File: src/rtl/hout_pkg.sv
package hout_pkg;

  // Width of the output sync pulse in pixel clocks.
  localparam int unsigned SYNC_CLKS = 64;
  // Fixed latency of the pixel pipeline between sync and reference strobe.
  localparam int unsigned PROC_DLY  = 36;

  // Classification of one pixel position.
  typedef enum logic [1:0] {
    ZN_OFF    = 2'd0,
    ZN_BORDER = 2'd1,
    ZN_ACTIVE = 2'd2
  } zone_e;

endpackage

File: src/rtl/hout_sync_detect.sv
module hout_sync_detect #(
  parameter int STAGES = 2
) (
  input  logic clk,
  input  logic rst,
  input  logic async_in,
  output logic rise_o
);

  logic [STAGES-1:0] chain_q;
  logic              last_q;

  generate
    if (STAGES == 1) begin : g_one
      always_ff @(posedge clk) begin
        if (rst) chain_q <= '0;
        else     chain_q <= async_in;
      end
    end else begin : g_many
      always_ff @(posedge clk) begin
        if (rst) chain_q <= '0;
        else     chain_q <= {chain_q[STAGES-2:0], async_in};
      end
    end
  endgenerate

  always_ff @(posedge clk) begin
    if (rst) last_q <= 1'b0;
    else     last_q <= chain_q[STAGES-1];
  end

  assign rise_o = chain_q[STAGES-1] & ~last_q;

endmodule

File: src/rtl/hout_line_counter.sv
module hout_line_counter #(
  parameter int W = 12
) (
  input  logic         clk,
  input  logic         rst,
  input  logic         free_run,
  input  logic         sync_rise,
  input  logic [W-1:0] len_q,
  output logic [W-1:0] pos_o,
  output logic         restart_o,
  output logic         sat_o
);

  localparam logic [W-1:0] POS_MAX = {W{1'b1}};

  logic [W:0] pos_next_ext;
  logic       wrap_free;

  always_comb begin
    pos_next_ext = {1'b0, pos_o} + {{W{1'b0}}, 1'b1};
    wrap_free    = (pos_next_ext >= {1'b0, len_q});
    restart_o    = free_run ? wrap_free : sync_rise;
    sat_o        = (pos_o == POS_MAX);
  end

  always_ff @(posedge clk) begin
    if (rst)            pos_o <= '0;
    else if (restart_o) pos_o <= '0;
    else if (!sat_o)    pos_o <= pos_o + 1'b1;
  end

  AST_LOCK_RESTART: assert property (@(posedge clk) disable iff (rst)
    (!free_run && sync_rise) |=> (pos_o == '0));

  AST_FREE_STEP: assert property (@(posedge clk) disable iff (rst)
    (free_run && ({1'b0, pos_o} + 1'b1 < {1'b0, len_q})) |=> (pos_o == $past(pos_o) + 1'b1));

  AST_PARK_HOLD: assert property (@(posedge clk) disable iff (rst)
    (!free_run && !sync_rise && pos_o == POS_MAX) |=> (pos_o == POS_MAX));

endmodule

File: src/rtl/hout_cfg_latch.sv
module hout_cfg_latch #(
  parameter int W = 12,
  parameter int C = 8
) (
  input  logic         clk,
  input  logic         load,
  input  logic         inv_in,
  input  logic [W-1:0] len_in,
  input  logic [W-1:0] dly_in,
  input  logic [W-1:0] disp_in,
  input  logic [W-1:0] bw_in,
  input  logic [W-1:0] act_in,
  input  logic [W-1:0] trim_in,
  input  logic [C-1:0] y_in,
  input  logic [C-1:0] u_in,
  input  logic [C-1:0] v_in,
  output logic         inv_q,
  output logic [W-1:0] len_q,
  output logic [W-1:0] dly_q,
  output logic [W-1:0] disp_q,
  output logic [W-1:0] bw_q,
  output logic [W-1:0] act_q,
  output logic [W-1:0] trim_q,
  output logic [C-1:0] y_q,
  output logic [C-1:0] u_q,
  output logic [C-1:0] v_q
);

  always_ff @(posedge clk) begin
    if (load) begin
      inv_q  <= inv_in;
      len_q  <= len_in;
      dly_q  <= dly_in;
      disp_q <= disp_in;
      bw_q   <= bw_in;
      act_q  <= act_in;
      trim_q <= trim_in;
      y_q    <= y_in;
      u_q    <= u_in;
      v_q    <= v_in;
    end
  end

  AST_CFG_HOLD: assert property (@(posedge clk) disable iff (load)
    1'b1 |=> ($stable(len_q) && $stable(dly_q) && $stable(disp_q) && $stable(bw_q)
              && $stable(act_q) && $stable(trim_q) && $stable(inv_q)));

endmodule

File: src/rtl/hout_window_decode.sv
module hout_window_decode
  import hout_pkg::*;
#(
  parameter int W = 12,
  parameter int C = 8
) (
  input  logic         clk,
  input  logic         rst,
  input  logic         rst_inv,
  input  logic [W-1:0] pos,
  input  logic         sat,
  input  logic         inv_q,
  input  logic [W-1:0] dly_q,
  input  logic [W-1:0] disp_q,
  input  logic [W-1:0] bw_q,
  input  logic [W-1:0] act_q,
  input  logic [W-1:0] trim_q,
  input  logic [C-1:0] y_q,
  input  logic [C-1:0] u_q,
  input  logic [C-1:0] v_q,
  output logic         hsync_o,
  output logic         lref_o,
  output logic         act_o,
  output logic         bdr_sel_o,
  output logic [C-1:0] bdr_y_o,
  output logic [C-1:0] bdr_u_o,
  output logic [C-1:0] bdr_v_o
);

  // Wide enough that no sum of four W-bit terms plus the delay overflows.
  localparam int EW = W + 3;
  localparam logic [EW-1:0] SYNC_E = EW'(SYNC_CLKS);
  localparam logic [EW-1:0] PD_E   = EW'(PROC_DLY);

  logic [EW-1:0] p_e, ref_start, ref_stop, act_start, act_limit, p_trim;
  logic          in_ref, in_act, hs_lvl;
  zone_e         zone;

  always_comb begin
    p_e       = EW'(pos);
    ref_start = EW'(dly_q) + PD_E;
    ref_stop  = ref_start + EW'(disp_q);
    act_start = ref_start + EW'(bw_q) + EW'(trim_q);
    act_limit = ref_start + EW'(bw_q) + EW'(act_q);
    p_trim    = p_e + EW'(trim_q);
    in_ref    = !sat && (p_e >= ref_start) && (p_e < ref_stop);
    in_act    = (p_e >= act_start) && (p_trim < act_limit);
    if (!in_ref)     zone = ZN_OFF;
    else if (in_act) zone = ZN_ACTIVE;
    else             zone = ZN_BORDER;
    hs_lvl    = (p_e < SYNC_E) ^ inv_q;
  end

  always_ff @(posedge clk) begin
    if (rst) begin
      hsync_o   <= rst_inv;
      lref_o    <= 1'b0;
      act_o     <= 1'b0;
      bdr_sel_o <= 1'b0;
      bdr_y_o   <= '0;
      bdr_u_o   <= '0;
      bdr_v_o   <= '0;
    end else begin
      hsync_o   <= hs_lvl;
      lref_o    <= (zone != ZN_OFF);
      act_o     <= (zone == ZN_ACTIVE);
      bdr_sel_o <= (zone == ZN_BORDER);
      bdr_y_o   <= (zone == ZN_BORDER) ? y_q : '0;
      bdr_u_o   <= (zone == ZN_BORDER) ? u_q : '0;
      bdr_v_o   <= (zone == ZN_BORDER) ? v_q : '0;
    end
  end

  // Run length of the active sync level as seen on the output pin.
  logic       inv_d;
  logic [7:0] hs_run;

  always_ff @(posedge clk) begin
    if (rst) begin
      inv_d  <= rst_inv;
      hs_run <= '0;
    end else begin
      inv_d  <= inv_q;
      if (hsync_o ^ inv_d) hs_run <= (hs_run == 8'hFF) ? hs_run : hs_run + 1'b1;
      else                 hs_run <= '0;
    end
  end

  AST_SYNC_WIDTH: assert property (@(posedge clk) disable iff (rst)
    hs_run <= 8'(SYNC_CLKS));

  AST_ACT_IN_REF: assert property (@(posedge clk) disable iff (rst)
    act_o |-> lref_o);

  AST_BORDER_SEL: assert property (@(posedge clk) disable iff (rst)
    bdr_sel_o |-> (lref_o && !act_o));

  AST_COLOUR_IDLE: assert property (@(posedge clk) disable iff (rst)
    !bdr_sel_o |-> (bdr_y_o == '0 && bdr_u_o == '0 && bdr_v_o == '0));

  AST_PARK_QUIET: assert property (@(posedge clk) disable iff (rst)
    sat |=> (!lref_o && !act_o && !bdr_sel_o));

endmodule

File: src/rtl/hout_timing_gen.sv
module hout_timing_gen #(
  parameter int W          = 12,
  parameter int C          = 8,
  parameter int SYNC_STAGE = 2
) (
  input  logic         clk,
  input  logic         rst,
  input  logic         hsync_in,
  input  logic         free_run,
  input  logic         sync_inv,
  input  logic [W-1:0] line_len,
  input  logic [W-1:0] ref_delay,
  input  logic [W-1:0] disp_len,
  input  logic [W-1:0] border_w,
  input  logic [W-1:0] act_len,
  input  logic [W-1:0] trim,
  input  logic [C-1:0] bdr_y_in,
  input  logic [C-1:0] bdr_u_in,
  input  logic [C-1:0] bdr_v_in,
  output logic         hsync_o,
  output logic         lref_o,
  output logic         act_o,
  output logic         bdr_sel_o,
  output logic [C-1:0] bdr_y_o,
  output logic [C-1:0] bdr_u_o,
  output logic [C-1:0] bdr_v_o
);

  logic         sync_rise, restart, sat;
  logic [W-1:0] pos;
  logic         inv_q;
  logic [W-1:0] len_q, dly_q, disp_q, bw_q, act_q, trim_q;
  logic [C-1:0] y_q, u_q, v_q;

  hout_sync_detect #(.STAGES(SYNC_STAGE)) u_sync (
    .clk      (clk),
    .rst      (rst),
    .async_in (hsync_in),
    .rise_o   (sync_rise)
  );

  hout_line_counter #(.W(W)) u_cnt (
    .clk       (clk),
    .rst       (rst),
    .free_run  (free_run),
    .sync_rise (sync_rise),
    .len_q     (len_q),
    .pos_o     (pos),
    .restart_o (restart),
    .sat_o     (sat)
  );

  hout_cfg_latch #(.W(W), .C(C)) u_cfg (
    .clk     (clk),
    .load    (rst | restart),
    .inv_in  (sync_inv),
    .len_in  (line_len),
    .dly_in  (ref_delay),
    .disp_in (disp_len),
    .bw_in   (border_w),
    .act_in  (act_len),
    .trim_in (trim),
    .y_in    (bdr_y_in),
    .u_in    (bdr_u_in),
    .v_in    (bdr_v_in),
    .inv_q   (inv_q),
    .len_q   (len_q),
    .dly_q   (dly_q),
    .disp_q  (disp_q),
    .bw_q    (bw_q),
    .act_q   (act_q),
    .trim_q  (trim_q),
    .y_q     (y_q),
    .u_q     (u_q),
    .v_q     (v_q)
  );

  hout_window_decode #(.W(W), .C(C)) u_dec (
    .clk       (clk),
    .rst       (rst),
    .rst_inv   (sync_inv),
    .pos       (pos),
    .sat       (sat),
    .inv_q     (inv_q),
    .dly_q     (dly_q),
    .disp_q    (disp_q),
    .bw_q      (bw_q),
    .act_q     (act_q),
    .trim_q    (trim_q),
    .y_q       (y_q),
    .u_q       (u_q),
    .v_q       (v_q),
    .hsync_o   (hsync_o),
    .lref_o    (lref_o),
    .act_o     (act_o),
    .bdr_sel_o (bdr_sel_o),
    .bdr_y_o   (bdr_y_o),
    .bdr_u_o   (bdr_u_o),
    .bdr_v_o   (bdr_v_o)
  );

  AST_RESET_IDLE: assert property (@(posedge clk)
    $past(rst) |-> (!lref_o && !act_o && !bdr_sel_o && hsync_o == $past(sync_inv)));

endmodule

File: config.mk
export PLATFORM = sky130hd
export DESIGN_NAME = hout_timing_gen
export DESIGN_NICKNAME = d
export VERILOG_FILES = /design/src/rtl/hout_pkg.sv /design/src/rtl/hout_sync_detect.sv /design/src/rtl/hout_line_counter.sv /design/src/rtl/hout_cfg_latch.sv /design/src/rtl/hout_window_decode.sv /design/src/rtl/hout_timing_gen.sv
export SDC_FILE = /design/constraint.sdc
export NUM_CORES = 1
export LEC_CHECK = 0
export ABC_CLOCK_PERIOD_IN_PS = 5600
export BUFFER_PORTS_ARGS = -buffer_cell sky130_fd_sc_hd__buf_4
export CAP_MARGIN = 20
export CORE_ASPECT_RATIO = 1.75
export CORE_UTILIZATION = 40
export DETAILED_ROUTE_END_ITERATION = 10
export RECOVER_POWER = 25
export SYNTH_ARGS = -nofsm -noshare
export SYNTH_HDL_FRONTEND = slang
export SYNTH_SLANG_ARGS = --single-unit
File: constraint.sdc
create_clock -name clk -period 5.6 [get_ports clk]
set_input_delay 1.12 -clock clk [delete_from_list [all_inputs] [get_ports clk]]
set_output_delay 1.12 -clock clk [all_outputs]
set_load 0.01 [all_outputs]
==> impl_summary.txt <==
----------------------------------------------------
[Status]
  Run status ... completed

[Finish]
  Commonest non-fill, non-tap cell in the layout ... sky130_fd_sc_hd__ha_1
  Most frequent cells in the layout ... 125 x sky130_fd_sc_hd__ha_1, 97 x sky130_fd_sc_hd__edfxtp_1, 69 x sky130_fd_sc_hd__inv_1, 69 x sky130_fd_sc_hd__buf_4, 65 x sky130_fd_sc_hd__clkbuf_4
  Area taken by multi-input logic gates ... 0.00455 mm2
  Filler instances ... 1922
  Layout cell share with drive strength beyond 1 ... 22.1%
  Final standard cell utilization of the core ... 50.2%
  Total Nets Final ... 1159
  Area grow syn2layout ... 22.2%
  Total area of sequential cells ... 0.00377 mm2
  Ant. Diodes ... 0

[STA]
  Final-report hold violation count ... 0
  Period utilization ... 92.0%
  Final setup fails ... 0
  Max Clock Freq ... 194 MHz
  RSZ-0062 raised after global routing ... no
  Worst Max-Slew Pin Slew ... 1020 ps
  Hold_ws ... 438 ps
  Clock skew after layout ... 9.20 ps
  Post-route worst setup slack ... 448 ps
  Setup tns final ... 0 ps
  Remaining max-slew budget at the tightest pin ... 32.1%
  Number of slew-limit violations in the final report ... 0
  Final min period ... 5150 ps

[Detailed routing]
  DRC ... 0
  Detail-routed via count per cell ... 5.17
  Total iterations of the first detailed-routing run ... 6
  Post-route antenna net violation count ... 0
  Detailed-route wire length per cell ... 16.2 um
  Drt initial violations ... 269
  Wire length reported by the detailed router ... 19.3 mm
  Vias ... 6162

[Setup path]
  Last element of the critical path ... u_dec.bdr_v_o[7]$_SDFF_PP0_
  Required time of the critical path ... 5930 ps
  Critical register-to-register path endpoint ... u_dec.bdr_v_o[7]$_SDFF_PP0_
  Kind of end point of the critical path ... flip-flop
  Worst reg2reg path startpoint ... u_cfg.dly_q[2]$_DFFE_PP_
  Data arrival time of the critical path ... 5480 ps
  Critical Setup Path Class ... reg -> reg
  Worst setup path start ... u_cfg.dly_q[2]$_DFFE_PP_
  Maximum fanout count along the critical path ... 26
  Depth of the most critical reg-to-reg path ... 23
  Critical Path Source Type ... flip-flop
  Worst reg-to-reg setup slack ... 450 ps

[Synthesis]
  Mapped Nets ... 1010
  Number of distinct library cells after synthesis ... 61
  Part of the Yosys area used for sequential elements ... 43.7%
  Number of flops mapped to enable cells by yosys ... 97
  Synth Instances ... 779
  Warnings from Yosys ... 0
  Async set-reset flop share out of synthesis ... 0%
  Post-synthesis instance area ... 0.00864 mm2
  Leading register cell type out of synthesis ... sky130_fd_sc_hd__edfxtp_1
  Post-Synthesis Mean Instance Area ... 11.1 um2
  Synthesized flop and latch total ... 140

[Die]
  Core Area ... 0.0210 mm2
  Total Die Area ... 0.0222 mm2
  Die Y ... 196 um
  Effective utilization at floorplan ... 41.1%
  Horizontal extent of the die ... 113 um
  Ports ... 129
  Count of standard-cell rows ... 70

[Clock network]
  Count of buffers added by post-CTS timing repair for setup ... 0
  CTS Buffer Depth ... 2
  Worst-path clk slew ... 60 ps
  Maximum level of the CTS H-tree ... 4
  TritonCTS Buffers ... 17
  Number of hold-repair buffers added at the cts stage ... 0
  CTS tree ... built
  Buffer type at the clock tree root ... sky130_fd_sc_hd__clkbuf_16
  Sink count of the clock tree ... 140
  Worst-Skew Late Latency ... 430 ps

[Global route]
  Via count of the first global-routing pass ... 6071
  Number of antenna violations at the first check in global routing ... 0
  First-pass GRT wire length ... 30.1 mm
  Overall routing resource usage ... 18.1%
  Leftover overflow at the end of global routing ... 0
  Pin count of the biggest net entering global routing ... 87

[Placement]
  Placement-stage worst setup slack ... 289 ps
  Count of input and output buffers ... 128
  HPWL after DPL ... 15.5 mm
  RD Place Congestion ... 0.836

[Power]
  Leak Pwr ... 4.71 nW
  Highest ir drop seen on vdd ... 238 uV
  Total power density per cell area ... 324 mW/mm2

[Run]
  MaxCap Viol Count ... 0

[Hold path]
  Hold Path Class ... reg -> reg
  Hold path cells ... 1

----------------------------------------------------
-- critical path, stage by stage, from the launching register on --
cell and delay, ps:
sky130_fd_sc_hd__edfxtp_1 430, sky130_fd_sc_hd__ha_1 260, sky130_fd_sc_hd__a21oi_2 230, sky130_fd_sc_hd__xnor2_2 180, sky130_fd_sc_hd__ha_1 320, sky130_fd_sc_hd__a21oi_1 160
sky130_fd_sc_hd__nand2_1 60, sky130_fd_sc_hd__o21ai_0 260, sky130_fd_sc_hd__o21a_1 240, sky130_fd_sc_hd__xnor2_1 190, sky130_fd_sc_hd__ha_1 330, sky130_fd_sc_hd__nand2_1 120
sky130_fd_sc_hd__nor2_1 60, sky130_fd_sc_hd__a211oi_1 200, sky130_fd_sc_hd__o41a_1 240, sky130_fd_sc_hd__xor2_1 160, sky130_fd_sc_hd__ha_1 260, sky130_fd_sc_hd__nor2_1 90
sky130_fd_sc_hd__nor3b_1 70, sky130_fd_sc_hd__a21boi_0 130, sky130_fd_sc_hd__o32ai_1 560, sky130_fd_sc_hd__a211oi_4 70, sky130_fd_sc_hd__buf_12 200, sky130_fd_sc_hd__a211oi_1 220
-- what timing repair did --
item                                    CTS  global route
endpoints found under the setup margin    0            26
resized for setup                         0             4
endpoints found under the hold margin     0             0
-- state kept, by name, summed over array words and instances, names as in the netlist --
signal	count
u_cfg.act_q	12
u_cfg.bw_q	12
u_cfg.disp_q	12
u_cfg.dly_q	12
u_cfg.len_q	12
u_cfg.trim_q	12
u_cnt.pos_o	12
u_cfg.u_q	8
u_cfg.v_q	8
u_cfg.y_q	8
u_dec.bdr_u_o	8
u_dec.bdr_v_o	8
u_dec.bdr_y_o	8
u_sync.chain_q	2
u_cfg.inv_q	1
u_dec.act_o	1
u_dec.bdr_sel_o	1
u_dec.hsync_o	1
u_dec.lref_o	1
u_sync.last_q	1
-- layout make-up --
cell class | instances | area share, %
clock inverters | 14 | 1.52
repair buffers | 137 | 9.95
multi-input cells | 562 | 43.1
well taps | 252 | 2.99
inverters | 70 | 2.49
clock buffers | 18 | 4.16
flip-flops and latches | 140 | 35.8
-- how the worst min path moves through the flow --
stage | from | end
2_1_floorplan | u_sync.chain_q[0]$_SDFF_PP0_ | u_sync.chain_q[1]$_SDFF_PP0_
3_3_place_gp | u_sync.chain_q[0]$_SDFF_PP0_ | u_sync.chain_q[1]$_SDFF_PP0_
3_5_place_dp | u_sync.chain_q[0]$_SDFF_PP0_ | u_sync.chain_q[1]$_SDFF_PP0_
4_1_cts | u_sync.chain_q[0]$_SDFF_PP0_ | u_sync.chain_q[1]$_SDFF_PP0_
5_1_grt | u_sync.chain_q[0]$_SDFF_PP0_ | u_sync.chain_q[1]$_SDFF_PP0_
6_report | u_sync.chain_q[0]$_SDFF_PP0_ | u_sync.chain_q[1]$_SDFF_PP0_
-- Yosys cell counts (13+ instances only) --
cell                         n  area share (%)
sky130_fd_sc_hd__inv_1      69             3.0
sky130_fd_sc_hd__dfxtp_1    43              10
sky130_fd_sc_hd__a211oi_2   20             2.9
sky130_fd_sc_hd__a21oi_1    56             3.2
sky130_fd_sc_hd__edfxtp_1   97              34
sky130_fd_sc_hd__ha_1      125              18
sky130_fd_sc_hd__xor2_1     34             3.4
sky130_fd_sc_hd__nor2_1     45             2.0
sky130_fd_sc_hd__a21o_1     21             1.8
sky130_fd_sc_hd__a211oi_1   14             1.2
sky130_fd_sc_hd__xnor2_1    35             3.5
sky130_fd_sc_hd__nand3_1    18             1.0
sky130_fd_sc_hd__nand2_1    30             1.3
sky130_fd_sc_hd__o21ai_0    38             2.2
sky130_fd_sc_hd__nor3_1     13            0.75
-- routing by layer --
| metal | GRT usage (%) | wire length [um] |
|---|---|---|
| met1 | 17.1 | 7180 |
| met3 | 3.54 | 533 |
| met5 | 0 | 0 |
| met2 | 36.3 | 11000 |
| met4 | 8.58 | 582 |
-- kinds of logic (layout without fill, tap and decap cells) --
| family | Yosys count | count (layout) | synth area share (%) |
|---|---|---|---|
| AOI/OAI and AO/OA | 210 | 210 | 17.5 |
| and+or+nand+nor | 152 | 152 | 8.62 |
| DFF | 140 | 140 | 43.7 |
| adders and majority gates | 130 | 130 | 19.3 |
| buffers and inverters | 77 | 239 | 3.78 |
| xor gates and xnor gates | 69 | 69 | 7.00 |
| muxes | 1 | 1 | 0.174 |
-- report_power, final --
part / leakage, nW / switching (mW) / total [mW] / internal, mW
clock: 0.281 / 0.461 / 1.14 / 0.677
combinational: 3.12 / 0.605 / 1.09 / 0.484
sequential: 1.30 / 0.0317 / 1.20 / 1.16
-- metrics by stage --
stage                     instances  power (mW)  instance area [um2]
after floorplan                 779        2.05                 8640
after global placement         1161        2.29                 9940
after detailed placement       1161        2.31                 9940
after CTS                      1193        3.47                10500
after global routing           1193        3.65                10600
final                          1193        3.42                10600
No activity file was read; power rests on OpenSTA's default activity.
